===== src/rtl/prbs_descr_pkg.sv =====
package prbs_descr_pkg;

   typedef enum logic [1:0] {
      KIND_IDLE    = 2'd0,
      KIND_PAYLOAD = 2'd1,
      KIND_SYNC    = 2'd2,
      KIND_GROUP   = 2'd3
   } byte_kind_e;

   function automatic byte_kind_e classify_byte(input logic vld,
                                                input logic pkt,
                                                input logic grp);
      byte_kind_e k;
      if (!vld)
         k = KIND_IDLE;
      else if (pkt && grp)
         k = KIND_GROUP;
      else if (pkt)
         k = KIND_SYNC;
      else
         k = KIND_PAYLOAD;
      return k;
   endfunction

endpackage


===== src/rtl/prbs_byte_gen.sv =====
module prbs_byte_gen #(
   parameter int          LFSR_LEN = 15,
   parameter int          TAP_HI   = 15,
   parameter int          TAP_LO   = 14,
   parameter int          STEPS    = 8,
   parameter logic [14:0] SEED     = 15'h00A9
) (
   input  logic                clk,
   input  logic                rst_n,
   input  logic                advance,
   input  logic                reload,
   output logic [STEPS-1:0]    key_o,
   output logic [LFSR_LEN-1:0] state_o
);

   localparam int HI_IDX = TAP_HI - 1;
   localparam int LO_IDX = TAP_LO - 1;
   localparam logic [LFSR_LEN-1:0] SEED_V = LFSR_LEN'(SEED);

   logic [LFSR_LEN-1:0] st_q;
   logic [STEPS:0][LFSR_LEN-1:0] chain;

   assign chain[0] = st_q;

   generate
      for (genvar k = 0; k < STEPS; k++) begin : g_step
         logic fb;
         assign fb            = chain[k][HI_IDX] ^ chain[k][LO_IDX];
         assign chain[k+1]    = {chain[k][LFSR_LEN-2:0], fb};
         assign key_o[STEPS-1-k] = fb;
      end
   endgenerate

   always_ff @(posedge clk) begin
      if (!rst_n)
         st_q <= SEED_V;
      else if (reload)
         st_q <= SEED_V;
      else if (advance)
         st_q <= chain[STEPS];
   end

   assign state_o = st_q;

   // a non-zero seed with this feedback can never reach the all-zero lock-up state
   assert_state_nonzero_R3: assert property (@(posedge clk) disable iff (!rst_n)
      st_q != '0);

endmodule


===== src/rtl/prbs_descr_out.sv =====
module prbs_descr_out #(
   parameter int          DATA_W    = 8,
   parameter logic [7:0]  SYNC_BYTE = 8'h47,
   parameter bit          BYPASS_EN = 1'b1
) (
   input  logic                          clk,
   input  logic                          rst_n,
   input  prbs_descr_pkg::byte_kind_e    kind,
   input  logic [DATA_W-1:0]             din,
   input  logic [DATA_W-1:0]             key,
   input  logic                          bypass,
   output logic [DATA_W-1:0]             dout,
   output logic                          dvalid
);
   import prbs_descr_pkg::*;

   localparam logic [DATA_W-1:0] SYNC_V = DATA_W'(SYNC_BYTE);

   logic                byp_eff;
   logic [DATA_W-1:0]   nxt;

   generate
      if (BYPASS_EN) begin : g_byp
         assign byp_eff = bypass;
      end else begin : g_nobyp
         logic unused_byp;
         assign unused_byp = bypass;
         assign byp_eff    = 1'b0;
      end
   endgenerate

   always_comb begin
      nxt = din;
      if (!byp_eff) begin
         unique case (kind)
            KIND_GROUP:   nxt = SYNC_V;
            KIND_PAYLOAD: nxt = din ^ key;
            default:      nxt = din;
         endcase
      end
   end

   always_ff @(posedge clk) begin
      if (!rst_n) begin
         dout   <= '0;
         dvalid <= 1'b0;
      end else begin
         dvalid <= (kind != KIND_IDLE);
         if (kind != KIND_IDLE)
            dout <= nxt;
      end
   end

   // plain sync bytes leave the block untouched
   assert_sync_passes_R5: assert property (@(posedge clk) disable iff (!rst_n)
      (kind == KIND_SYNC) |=> (dout == $past(din)));

endmodule


===== src/rtl/prbs_descrambler.sv =====
module prbs_descrambler #(
   parameter int          DATA_W    = 8,
   parameter int          LFSR_LEN  = 15,
   parameter int          TAP_HI    = 15,
   parameter int          TAP_LO    = 14,
   parameter logic [14:0] SEED      = 15'h00A9,
   parameter logic [7:0]  SYNC_BYTE = 8'h47,
   parameter bit          BYPASS_EN = 1'b1
) (
   input  logic              clk,
   input  logic              rst_n,
   input  logic [DATA_W-1:0] in_byte,
   input  logic              in_valid,
   input  logic              pkt_start,
   input  logic              grp_start,
   input  logic              bypass,
   output logic [DATA_W-1:0] out_byte,
   output logic              out_valid
);
   import prbs_descr_pkg::*;

   localparam logic [LFSR_LEN-1:0] SEED_V = LFSR_LEN'(SEED);
   localparam logic [DATA_W-1:0]   SYNC_V = DATA_W'(SYNC_BYTE);

   generate
      if (LFSR_LEN < 2 || LFSR_LEN > 15)
         $error("LFSR_LEN out of range");
      if (TAP_HI > LFSR_LEN || TAP_LO < 1 || TAP_LO >= TAP_HI)
         $error("tap positions invalid");
      if (DATA_W < 1 || DATA_W > 8)
         $error("DATA_W out of range");
      if (SEED_V == '0)
         $error("seed must be non-zero");
   endgenerate

   byte_kind_e          kind;
   logic [DATA_W-1:0]   key;
   logic [LFSR_LEN-1:0] gen_state;

   assign kind = classify_byte(in_valid, pkt_start, grp_start);

   prbs_byte_gen #(
      .LFSR_LEN (LFSR_LEN),
      .TAP_HI   (TAP_HI),
      .TAP_LO   (TAP_LO),
      .STEPS    (DATA_W),
      .SEED     (SEED)
   ) gen_i (
      .clk     (clk),
      .rst_n   (rst_n),
      .advance (kind == KIND_PAYLOAD || kind == KIND_SYNC),
      .reload  (kind == KIND_GROUP),
      .key_o   (key),
      .state_o (gen_state)
   );

   prbs_descr_out #(
      .DATA_W    (DATA_W),
      .SYNC_BYTE (SYNC_BYTE),
      .BYPASS_EN (BYPASS_EN)
   ) out_i (
      .clk    (clk),
      .rst_n  (rst_n),
      .kind   (kind),
      .din    (in_byte),
      .key    (key),
      .bypass (bypass),
      .dout   (out_byte),
      .dvalid (out_valid)
   );

   // one-cycle latency of the valid flag
   assert_valid_latency_R1: assert property (@(posedge clk) disable iff (!rst_n)
      in_valid |=> out_valid);

   // group start reloads the seed
   assert_group_reload_R4: assert property (@(posedge clk) disable iff (!rst_n)
      (in_valid && pkt_start && grp_start) |=> (gen_state == SEED_V));

   // group start byte comes out as the normal sync value
   assert_group_sync_R4: assert property (@(posedge clk) disable iff (!rst_n)
      (in_valid && pkt_start && grp_start && !bypass) |=> (out_byte == SYNC_V));

   // idle cycles freeze the generator
   assert_idle_hold_R6: assert property (@(posedge clk) disable iff (!rst_n)
      !in_valid |=> $stable(gen_state));

   // bypass copies valid bytes
   assert_bypass_copy_R7: assert property (@(posedge clk) disable iff (!rst_n)
      (in_valid && bypass) |=> (out_byte == $past(in_byte)));

endmodule


===== config.mk =====
export PLATFORM = sky130hd
export DESIGN_NAME = prbs_descrambler
export DESIGN_NICKNAME = d
export VERILOG_FILES = /design/src/rtl/prbs_descr_pkg.sv /design/src/rtl/prbs_byte_gen.sv /design/src/rtl/prbs_descr_out.sv /design/src/rtl/prbs_descrambler.sv
export SDC_FILE = /design/constraint.sdc
export NUM_CORES = 1
export LEC_CHECK = 0
export ABC_CLOCK_PERIOD_IN_PS = 1800
export BUFFER_PORTS_ARGS = -buffer_cell sky130_fd_sc_hd__buf_4
export CAP_MARGIN = 10
export CELL_PAD_IN_SITES_DETAIL_PLACEMENT = 1
export CELL_PAD_IN_SITES_GLOBAL_PLACEMENT = 1
export CORE_UTILIZATION = 42
export DETAILED_ROUTE_END_ITERATION = 10
export PLACE_DENSITY_LB_ADDON = 0.1
export RECOVER_POWER = 50
export SLEW_MARGIN = 40
export SYNTH_ARGS = -nofsm -noshare
export SYNTH_HDL_FRONTEND = slang
export SYNTH_HIERARCHICAL = 1
export SYNTH_SLANG_ARGS = --single-unit

===== constraint.sdc =====
create_clock -name clk -period 1.8 [get_ports clk]
set_input_delay 0.09 -clock clk [delete_from_list [all_inputs] [get_ports clk]]
set_output_delay 0.09 -clock clk [all_outputs]
set_load 0.02 [all_outputs]

==> run_results.csv, run 1 <==
group,metric,value,unit
timing,min_period,1.25,ns
clock_network,insertion_delay,0.32,ns
yosys,synthArstFlopShare,0,
yosys,synth-seq-cells,24,
route,dr.first_iter.drc_count,25,
die,die-area,3450,um2
cells_and_area,drive_gt1_frac,0.215,
setup_path,worstSetupEndpointType,"flip-flop",
setup_path,start_kind,"flip-flop",
timing,worst_pin_slew,0.299,ns
die,initial_utilization,0.443,
yosys,ys_warn_count,6,
power_and_ir_drop,p_per_area,929,nW/um2
yosys,synth-main-ff-cell,"dfxtp_1",
clock_network,clockBufferDepth,2,
timing,fmaxAchievable,0.802,GHz
yosys,syn_area,1350,um2
setup_path,arrival,1.48,ns
timing,finalMaxSlewViolations,0,
timing,fin_tns_setup,0,ns
setup_path,crit_family,"compound AO/OA/AOI/OAI gates",
global_routing,grt_pass1_wl,4490,um
timing,skew,0.00639,ns
route,dr.pass1.iters,4,
timing,relSlewSlack,0.799,
die,die_y,58.7,um
yosys,syn_inst,145,
setup_path,path_max_fanout,3,
cells_and_area,area_growth,7.69,%
setup_path,rrSetupSlack,0.55,ns
placement,gp_congestion,0.709,
clock_network,cts_resized,0,
clock_network,cts.htree.levels,1,
die,die_w,58.7,um
yosys,synth_most_common_cell,"dfxtp_1",
timing,rsz0062_at_grt,"false",
setup_path,cpPeakStageDelay,0.37,ns
yosys,syn_nets,160,
cells_and_area,final_nets,174,
route,ant_nets,0,
timing,final.period_utilization,0.693,
setup_path,required,2.03,ns
route,viasPerCell,5.02,
global_routing,grt_overflow,0,
yosys,syn_area_per_cell,9.32,um2
route,post-route-drc-count,0,
setup_path,slowest_stage,"dfxtp_1",
yosys,ys_top_cells_by_count,"24 x dfxtp_1, 19 x nor2_1, 11 x inv_1, 11 x o21ai_0",
setup_path,critical_path_class,"reg2reg",
min_path,holdCritPathClass,"in2reg",
clock_network,root_buffer,"clkbuf_4",
timing,hold_viol_final,0,
clock_network,cts_hold_buf,0,
yosys,synthTopCellsByArea,"dfxtp_1 36%, mux2i_1 5.9%, mux2_2 5.8%",
setup_path,cp_cell_sequence,"xnor2_1 > inv_1 > o21ba_1 > o22ai_1 > a21oi_1",
power_and_ir_drop,peakVddDrop,0.533,mV
route,totalWireLength,2760,um
setup_path,crit_buf_inv,1,
yosys,yosysTopAreaCell,"dfxtp_1",
global_routing,grt_usage,0.170,
yosys,seq_area_frac_synth,0.356,
route,routed-via-count,1014,
timing,setup_viol,0,
placement,hpwl,2000,um
clock_network,cts_sinks,24,
placement,port_buffers,22,
cells_and_area,utilization,0.477,
power_and_ir_drop,p_leak,0.613,nW
yosys,synth_edf_count,0,
job,maxCapViolCount,0,
clock_network,cts_buffers,3,
global_routing,grt_pass1_vias,972,
die,core-area,3050,um2
global_routing,antenna_found_initial,0,
clock_network,cts_tree,"built",
global_routing,grt_max_degree,21,
route,wl_per_cell,13.7,um
die,ioPinCount,23,
clock_network,cts_setup_buffers,0,
yosys,ys_types,34,
yosys,yosysTopAreaCellShare,0.356,
cells_and_area,n_antenna_cell,0,
die,rows,20,
run_status,status,"complete, no violations",
clock_network,clk_pin_slew,0.15,ns
worst reg2reg max path, cell delays in order (launching register included):
cell,delay (ns)
dfxtp_1,0.37
xnor2_1,0.26
inv_1,0.09
o21ba_1,0.18
o22ai_1,0.17
a21oi_1,0.09
stage by stage:
step | instance area [um2] | setup slack [ns] | total power (W) | cells | hold slack [ns]
finish | 1460 | 0.553 | 0.00135 | 202 | 0.0429
detailed placement | 1450 | 0.456 | 0.000985 | 198 | 0.392
global route | 1460 | 0.460 | 0.00142 | 202 | 0.0432
floorplan | 1350 | 0.482 | 0.000942 | 145 | 0.232
CTS | 1500 | 0.555 | 0.00138 | 202 | 0.0355
global placement | 1450 | 0.511 | 0.000970 | 198 | 0.363
routing by layer:
metal	track usage	routed length, um	vias up
met1	0.210	1380	482
li1	-	-	518
met5	0	0	-
met2	0.299	1270	12
met3	0.0198	79	2
met4	0.0714	25	0
final cells by class:
type / count / area, um2
Sequential cell: 24 / 480
Multi-Input combinational cell: 94 / 672
Clock buffer: 3 / 22.5
Timing Repair Buffer: 25 / 154
Clock inverter: 1 / 30.0
Inverter: 11 / 41.3
Tap cell: 44 / 55.1
Fill cell: 380 / 1600
power breakdown:
group,switching [W],internal [W]
clock,0.000178,0.000225
combinational,0.000181,0.000145
sequential,0.0000370,0.000586
flip-flops by register name, summed over array words and instances, names as in the netlist:
register       flops
gen_i/state_o     15
out_i/dvalid       1
out_i/dout         8
placed cells by master, fill, tap and decap left out, drive strengths merged:
cell type,Yosys,layout
a22oi,4,4
o22ai,3,3
nand2b,1,1
mux2,7,7
nand2,3,3
nor2,20,20
nand4bb,1,1
o32ai,1,1
dfxtp,24,24
bufinv,0,1
or2,1,1
xnor2,8,8
ha,1,1
o2111ai,1,1
inv,11,11
o21ai,11,11
o21ba,3,3
and2,1,1
o21a,1,1
mux2i,8,8
a31oi,4,4
and3b,1,1
buf,15,15
nor3,1,1
a211oi,4,4
clkbuf,1,13
and2b,1,1
nand3b,4,4
a21oi,3,3
a21boi,1,1
worst paths after layout:
kind                            cells after the start                to             start
worst max-delay path                                5     out_i/dout[2]  gen_i/state_o[8]
worst min-delay path                                3     out_i/dout[3]        in_byte[3]
worst max register to register                      5     out_i/dout[2]  gen_i/state_o[8]
worst min register to register                      2  gen_i/state_o[2]  gen_i/state_o[2]
logic make-up (layout without fill, tap and decap cells):
family / count (synthesis) / in the layout / synth area share
buffers and inverters: 27 / 40 / 0.140
XOR/XNOR: 8 / 8 / 0.0519
adder cells (fa/ha/maj): 1 / 1 / 0.00926
AO/OA/AOI/OAI: 36 / 36 / 0.190
flip-flops: 24 / 24 / 0.356
multiplexers: 15 / 15 / 0.118
AND/OR/NAND/NOR: 34 / 34 / 0.136
Power figures use the tool's default switching activity.
==> run 2, diff against run 1 <==
- ABC_AREA: unset -> 1
- ABC_CLOCK_PERIOD_IN_PS: 1800 -> 1200
- CORE_UTILIZATION: 42 -> 38
- clock period: 1.8 -> 1.2 ns (I/O delays scaled with it)
==> run 2 against run 1 <==
Net effect:
- core utilization down 0.23 points
- register-to-register slack worse by 0.52 ns
- via count up 31%
- total power up 51%
- cell area up 10%
- combinational power up 57%
- worst hold slack better by 0.0070 ns
- critical path type unchanged
==> run_results.csv, run 2 <==
group,metric,value,unit
timing,skew,0.00716,ns
route,ant_nets,0,
cells_and_area,stdcell_area,1610,um2
die,die_w,62.0,um
cells_and_area,final_cell_mix,"66 x nand2_1, 31 x inv_1, 29 x nand3_1, 29 x buf_4, 16 x dfxtp_1",
timing,final.period_utilization,0.975,
setup_path,critical_path_class,"reg2reg",
cells_and_area,drive_gt1_frac,0.265,
die,ioPinCount,23,
placement,place_inst,269,
global_routing,grt_max_degree,20,
cells_and_area,n_antenna_cell,0,
die,initial_utilization,0.403,
clock_network,cts_tree,"built",
timing,finalMaxSlewViolations,0,
global_routing,antenna_found_initial,0,
route,dr.pass1.iters,3,
clock_network,insertion_delay,0.33,ns
setup_path,start_kind,"flip-flop",
die,die_y,62.0,um
route,dr.first_iter.drc_count,33,
die,rows,21,
global_routing,grt_pass1_wl,5530,um
yosys,synth-main-ff-cell,"dfxtp_1",
yosys,yosysTopAreaCell,"dfxtp_1",
cells_and_area,final_cells,276,
placement,gp_congestion,0.772,
clock_network,clk_pin_slew,0.14,ns
setup_path,required,1.47,ns
cells_and_area,final_nets,246,
yosys,syn_area_per_cell,6.64,um2
timing,worst_pin_slew,0.387,ns
yosys,syn_nets,221,
setup_path,path_max_fanout,4,
clock_network,root_buffer,"clkbuf_4",
global_routing,grt_usage,0.195,
clock_network,clockBufferDepth,2,
route,post-route-drc-count,0,
yosys,syn_area,1370,um2
cells_and_area,largest_reg_flops,15,
placement,placed_area,1540,um2
yosys,ys_warn_count,6,
global_routing,grt_pass1_vias,1328,
route,wl_per_cell,12.0,um
setup_path,crit_top_cell,"nand2_1",
timing,relSlewSlack,0.742,
route,routed-via-count,1328,
cells_and_area,layout_commonest_cell,"nand2_1",
cells_and_area,fillCellCount,449,
cells_and_area,regArea,493,um2
timing,hold-worst-slack,0.0500,ns
die,die-area,3840,um2
placement,port_buffers,22,
setup_path,arrival,1.44,ns
run_status,status,"complete, no violations",
clock_network,cts.htree.levels,1,
setup_path,worstSetupEndpointType,"flip-flop",
die,core-area,3390,um2
yosys,synthArstFlopShare,0,
setup_path,cp_cell_sequence,"or2_1 > and2_4 > nand3_1 > nand2_1 > nand2_1 > nand2_2 > a21oi_2",
clock_network,cts_buffers,3,
setup_path,slowest_stage,"dfxtp_4",
route,totalWireLength,3320,um
global_routing,grt_overflow,0,
clock_network,cts_hold_buf,0,
setup_path,cpPeakStageDelay,0.38,ns
placement,hpwl,2650,um
power_and_ir_drop,p_per_area,1270,nW/um2
yosys,ys_top_cells_by_count,"62 x nand2_1, 31 x inv_1, 29 x nand3_1",
timing,fmaxAchievable,0.854,GHz
yosys,seq_area_frac_synth,0.351,
power_and_ir_drop,peakVddDrop,0.477,mV
yosys,syn_inst,206,
min_path,worstHoldPathCells,4,
clock_network,cts_sinks,24,
timing,rsz0062_at_grt,"true",
job,maxCapViolCount,0,
yosys,synth_edf_count,0,
timing,setup_viol,0,
route,viasPerCell,4.81,
yosys,yosysTopAreaCellShare,0.351,
min_path,holdCritPathClass,"in2reg",
timing,hold_viol_final,0,
power_and_ir_drop,p_leak,0.819,nW
yosys,synthTopCellsByArea,"dfxtp_1 35%, nand2_1 17%, nand3_1 11%",
setup_path,r2r_cells,7,
cells_and_area,area_growth,17.6,%
yosys,ys_types,18,
timing,min_period,1.17,ns
yosys,synth-seq-cells,24,
cells_and_area,multi_input_comb_area,636,um2
yosys,synth_most_common_cell,"nand2_1",
run 2: changes by cell type after synthesis, moves of 8 or more:
| cell | before | now |
|---|---|---|
| xnor2_1 | 8 | 0 |
| a21oi_1 | 3 | 13 |
| mux2i_1 | 8 | 0 |
| inv_1 | 11 | 31 |
| nand2_1 | 3 | 62 |
| nand3_1 | 0 | 29 |
| nor2_1 | 19 | 9 |
| o21ai_0 | 11 | 0 |
run 2: timing repair:
item                                    CTS  global route
pin swaps                                 0             2
hold endpoints to repair                  0             0
resized for setup                         2            12
endpoints found under the setup margin    1             4
setup buffers                             0             3
run 2: final timing paths:
kind                          from           endpoint  slack (ns)
hold reg to reg   gen_i/state_o[3]  gen_i/state_o[11]        0.48
setup / recovery  gen_i/state_o[7]      out_i/dout[0]        0.03
hold / removal          in_byte[6]      out_i/dout[6]        0.05
setup reg to reg  gen_i/state_o[7]      out_i/dout[0]        0.03
run 2: where the power goes:
group	switching (W)	total, W	internal [W]
combinational	0.000296	0.000512	0.000216
sequential	0.0000459	0.000921	0.000875
clock	0.000263	0.000602	0.000338
total	0.000606	0.00203	0.00143
run 2: per-layer routing:
layer,global-route usage,vias up,part of all wire
li1,-,671,-
met1,0.211,637,0.43
met2,0.380,16,0.54
met3,0.0207,4,0.024
met4,0.0762,0,0.011
met5,0,-,0
run 2: logic make-up after synthesis:
group / share of synthesized area
AO/OA/AOI/OAI: 0.0924
adder cells (fa/ha/maj): 0.00915
flip-flops: 0.351
AND/OR/NAND/NOR: 0.365
buffers and inverters: 0.182
run 2: per-stage QoR:
step,TNS (ns),setup WS [ns],util,power [W]
3_5_place_dp,-0.173,-0.0273,0.455,0.00145
3_3_place_gp,0,0.0235,0.455,0.00142
6_report,0,0.0297,0.474,0.00203
5_1_grt,-0.0896,-0.0458,0.474,0.00217
4_1_cts,0,0.000272,0.471,0.00208
2_1_floorplan,0,0.0144,-,0.00134
run 2: cell type report:
type / instances / area share
sequential: 24 / 0.307
timing repair buffer: 33 / 0.150
clock buffer: 3 / 0.0140
multi-input combinational: 135 / 0.395
clock inverter: 1 / 0.0187
tap: 46 / 0.0358
inverter: 34 / 0.0794
run 2: worst max-delay path, delay by kind of cell (launching register included):
kind / cells / cell delay (ns)
AOI/OAI and AO/OA: 1 / 0.13
and+or+nand+nor: 6 / 0.61
DFF: 1 / 0.38
==> run 3, diff against run 2 <==
- CORE_ASPECT_RATIO: unset -> 1.75
- SYNTH_HIERARCHICAL: 1 -> unset
==> run 3 against run 2 <==
Net effect:
- non-clock buffer count is 2 lower
- critical endpoint is now out_i.dout[7]
- worst hold slack better by 0.048 ns
- core utilization is 2.5 points higher
- sequential power is 3.5% higher
- cell area is 0.39% lower
- sequential share of layout area is 0.58 points lower
- combinational power is 8.6% higher
==> run_results.csv, run 3 <==
group,metric,value,unit
die,initial_utilization,0.406,
setup_path,start_kind,"flip-flop",
yosys,synth-seq-cells,24,
route,totalWireLength,3560,um
die,die_y,79.5,um
timing,relSlewSlack,0.813,
min_path,holdCritPathClass,"in2reg",
route,routed-via-count,1337,
timing,skew,0.00245,ns
global_routing,grt_pass1_vias,1392,
global_routing,grt_usage,0.229,
placement,place_ws,-0.0981,ns
yosys,syn_inst,198,
yosys,syn_area,1300,um2
timing,finalMaxSlewViolations,0,
cells_and_area,n_antenna_cell,0,
route,dr.pass1.iters,3,
placement,place_inst,269,
setup_path,arrival,1.31,ns
cells_and_area,final_nets,247,
route,post-route-drc-count,0,
timing,worst_pin_slew,0.278,ns
clock_network,cts.htree.levels,1,
placement,port_buffers,22,
cells_and_area,stdcell_area,1600,um2
yosys,synth_most_common_cell,"nand2_1",
clock_network,insertion_delay,0.27,ns
clock_network,root_buffer,"clkbuf_8",
power_and_ir_drop,p_per_area,1390,nW/um2
die,core-area,3210,um2
power_and_ir_drop,p_total,0.00222,W
clock_network,clockBufferDepth,2,
route,dr.first_iter.drc_count,11,
placement,placed_area,1580,um2
power_and_ir_drop,p_leak,0.828,nW
yosys,synth_edf_count,0,
timing,min_period,1.08,ns
die,ioPinCount,23,
cells_and_area,layout_commonest_cell,"nand2_1",
job,maxCapViolCount,0,
timing,rsz0062_at_grt,"false",
yosys,seq_area_frac_synth,0.369,
yosys,syn_nets,214,
setup_path,path_max_fanout,4,
yosys,synthTopCellsByArea,"dfxtp_1 37%, nand2_1 22%, nand3_1 9.2%",
yosys,synthArstFlopShare,0,
timing,fmaxAchievable,0.924,GHz
run_status,status,"complete, no violations",
global_routing,grt_overflow,0,
route,wl_per_cell,13.0,um
route,viasPerCell,4.90,
yosys,ys_top_cells_by_count,"76 x nand2_1, 27 x inv_1, 24 x dfxtp_1, 24 x nand3_1, 9 x a21oi_1",
setup_path,required,1.42,ns
placement,gp_congestion,0.777,
clock_network,cts_buffers,3,
yosys,yosysTopAreaCell,"dfxtp_1",
clock_network,cts_hold_buf,0,
clock_network,cts_tree,"built",
placement,hpwl,2820,um
timing,hold_viol_final,0,
cells_and_area,drive_gt1_frac,0.196,
global_routing,antenna_found_initial,0,
setup_path,critical_path_class,"reg2reg",
global_routing,grt_max_degree,17,
route,ant_nets,0,
cells_and_area,largest_reg_flops,15,
timing,setup_viol,0,
clock_network,cts_sinks,24,
power_and_ir_drop,peakVddDrop,0.828,mV
yosys,ys_warn_count,0,
yosys,yosysTopAreaCellShare,0.369,
die,die_w,46.3,um
setup_path,worstSetupEndpointType,"flip-flop",
die,rows,27,
timing,fin_ws,0.118,ns
yosys,ys_types,22,
cells_and_area,final_cell_mix,"77 x nand2_1, 26 x inv_1, 24 x nand3_1",
yosys,syn_area_per_cell,6.58,um2
global_routing,grt_pass1_wl,6170,um
clock_network,clk_pin_slew,0.08,ns
yosys,synth-main-ff-cell,"dfxtp_1",
cells_and_area,final_cells,273,
die,die-area,3680,um2
timing,final.period_utilization,0.902,
cells_and_area,area_growth,22.8,%
run 3: cell types whose count changed in the layout (fill, tap and decap cells not counted), sizes merged, moves of 3 or more:
cell,previous run,this run
nand2,69,80
o21ai,0,9
buf,29,21
a21oi,20,13
clkbuf,7,13
nand3,29,24
nor2,10,5
and2,4,0
o211ai,0,4
inv,33,30
run 3: kinds of logic (layout without fill, tap and decap cells):
logic type,Yosys count,in the layout,synth area share
flip-flops,24,24,0.369
AND/OR/NAND/NOR,111,111,0.369
adder cells (fa/ha/maj),2,2,0.0192
AO/OA/AOI/OAI,26,26,0.131
buffers and inverters,35,67,0.112
run 3: critical path, stage by stage (launching register included):
cell and delay [ns]:
dfxtp_1 0.41, inv_2 0.08, nand2_1 0.06, nand2_1 0.10, nand2_1 0.10, nand2_1 0.06, nand2_1 0.06, nand3_1 0.09
nand2_1 0.06
run 3: cell type report:
| class | count | area [um2] |
|---|---|---|
| fillers | 440 | 1610 |
| multi-input cells | 139 | 678 |
| flip-flops and latches | 24 | 482 |
| repair buffers | 31 | 195 |
| inverters | 32 | 121 |
| well taps | 43 | 53.8 |
| clock buffers | 3 | 41.3 |
| clock inverters | 1 | 30.0 |
run 3: routing by layer:
layer,vias to the layer above,share of wire,global-route usage
met5,-,0,0
li1,680,-,-
met1,631,0.39,0.245
met3,7,0.021,0.0226
met2,19,0.56,0.420
met4,0,0.024,0.103
run 3: final timing paths:
kind                      from       endpoint  slack (ns)  cells after the start
max          gen_i.state_o[13]  out_i.dout[7]        0.12                      8
min reg2reg      out_i.dout[0]  out_i.dout[0]        0.45                      2
max reg2reg  gen_i.state_o[13]  out_i.dout[7]        0.12                      8
min                 in_byte[3]  out_i.dout[3]         0.1                      5
run 3: power breakdown:
group / total (W) / internal [W] / leakage [nW] / switching [W]
clock: 0.000714 / 0.000447 / 0.0357 / 0.000268
sequential: 0.000953 / 0.000888 / 0.199 / 0.0000653
combinational: 0.000556 / 0.000203 / 0.593 / 0.000353
run 3: metrics by stage:
step	hold slack [ns]	setup TNS, ns	util
after floorplan	0.277	0	-
after detailed placement	0.384	-0.890	0.492
after global routing	0.126	0	0.499
after CTS	0.0949	0	0.514
final	0.0982	0	0.499
after global placement	0.380	-0.139	0.492
run 3: repair_timing:
| item | CTS | global route |
|---|---|---|
| endpoints found under the setup margin | 0 | 2 |
| resized for setup | 0 | 2 |
| setup buffers | 0 | 0 |
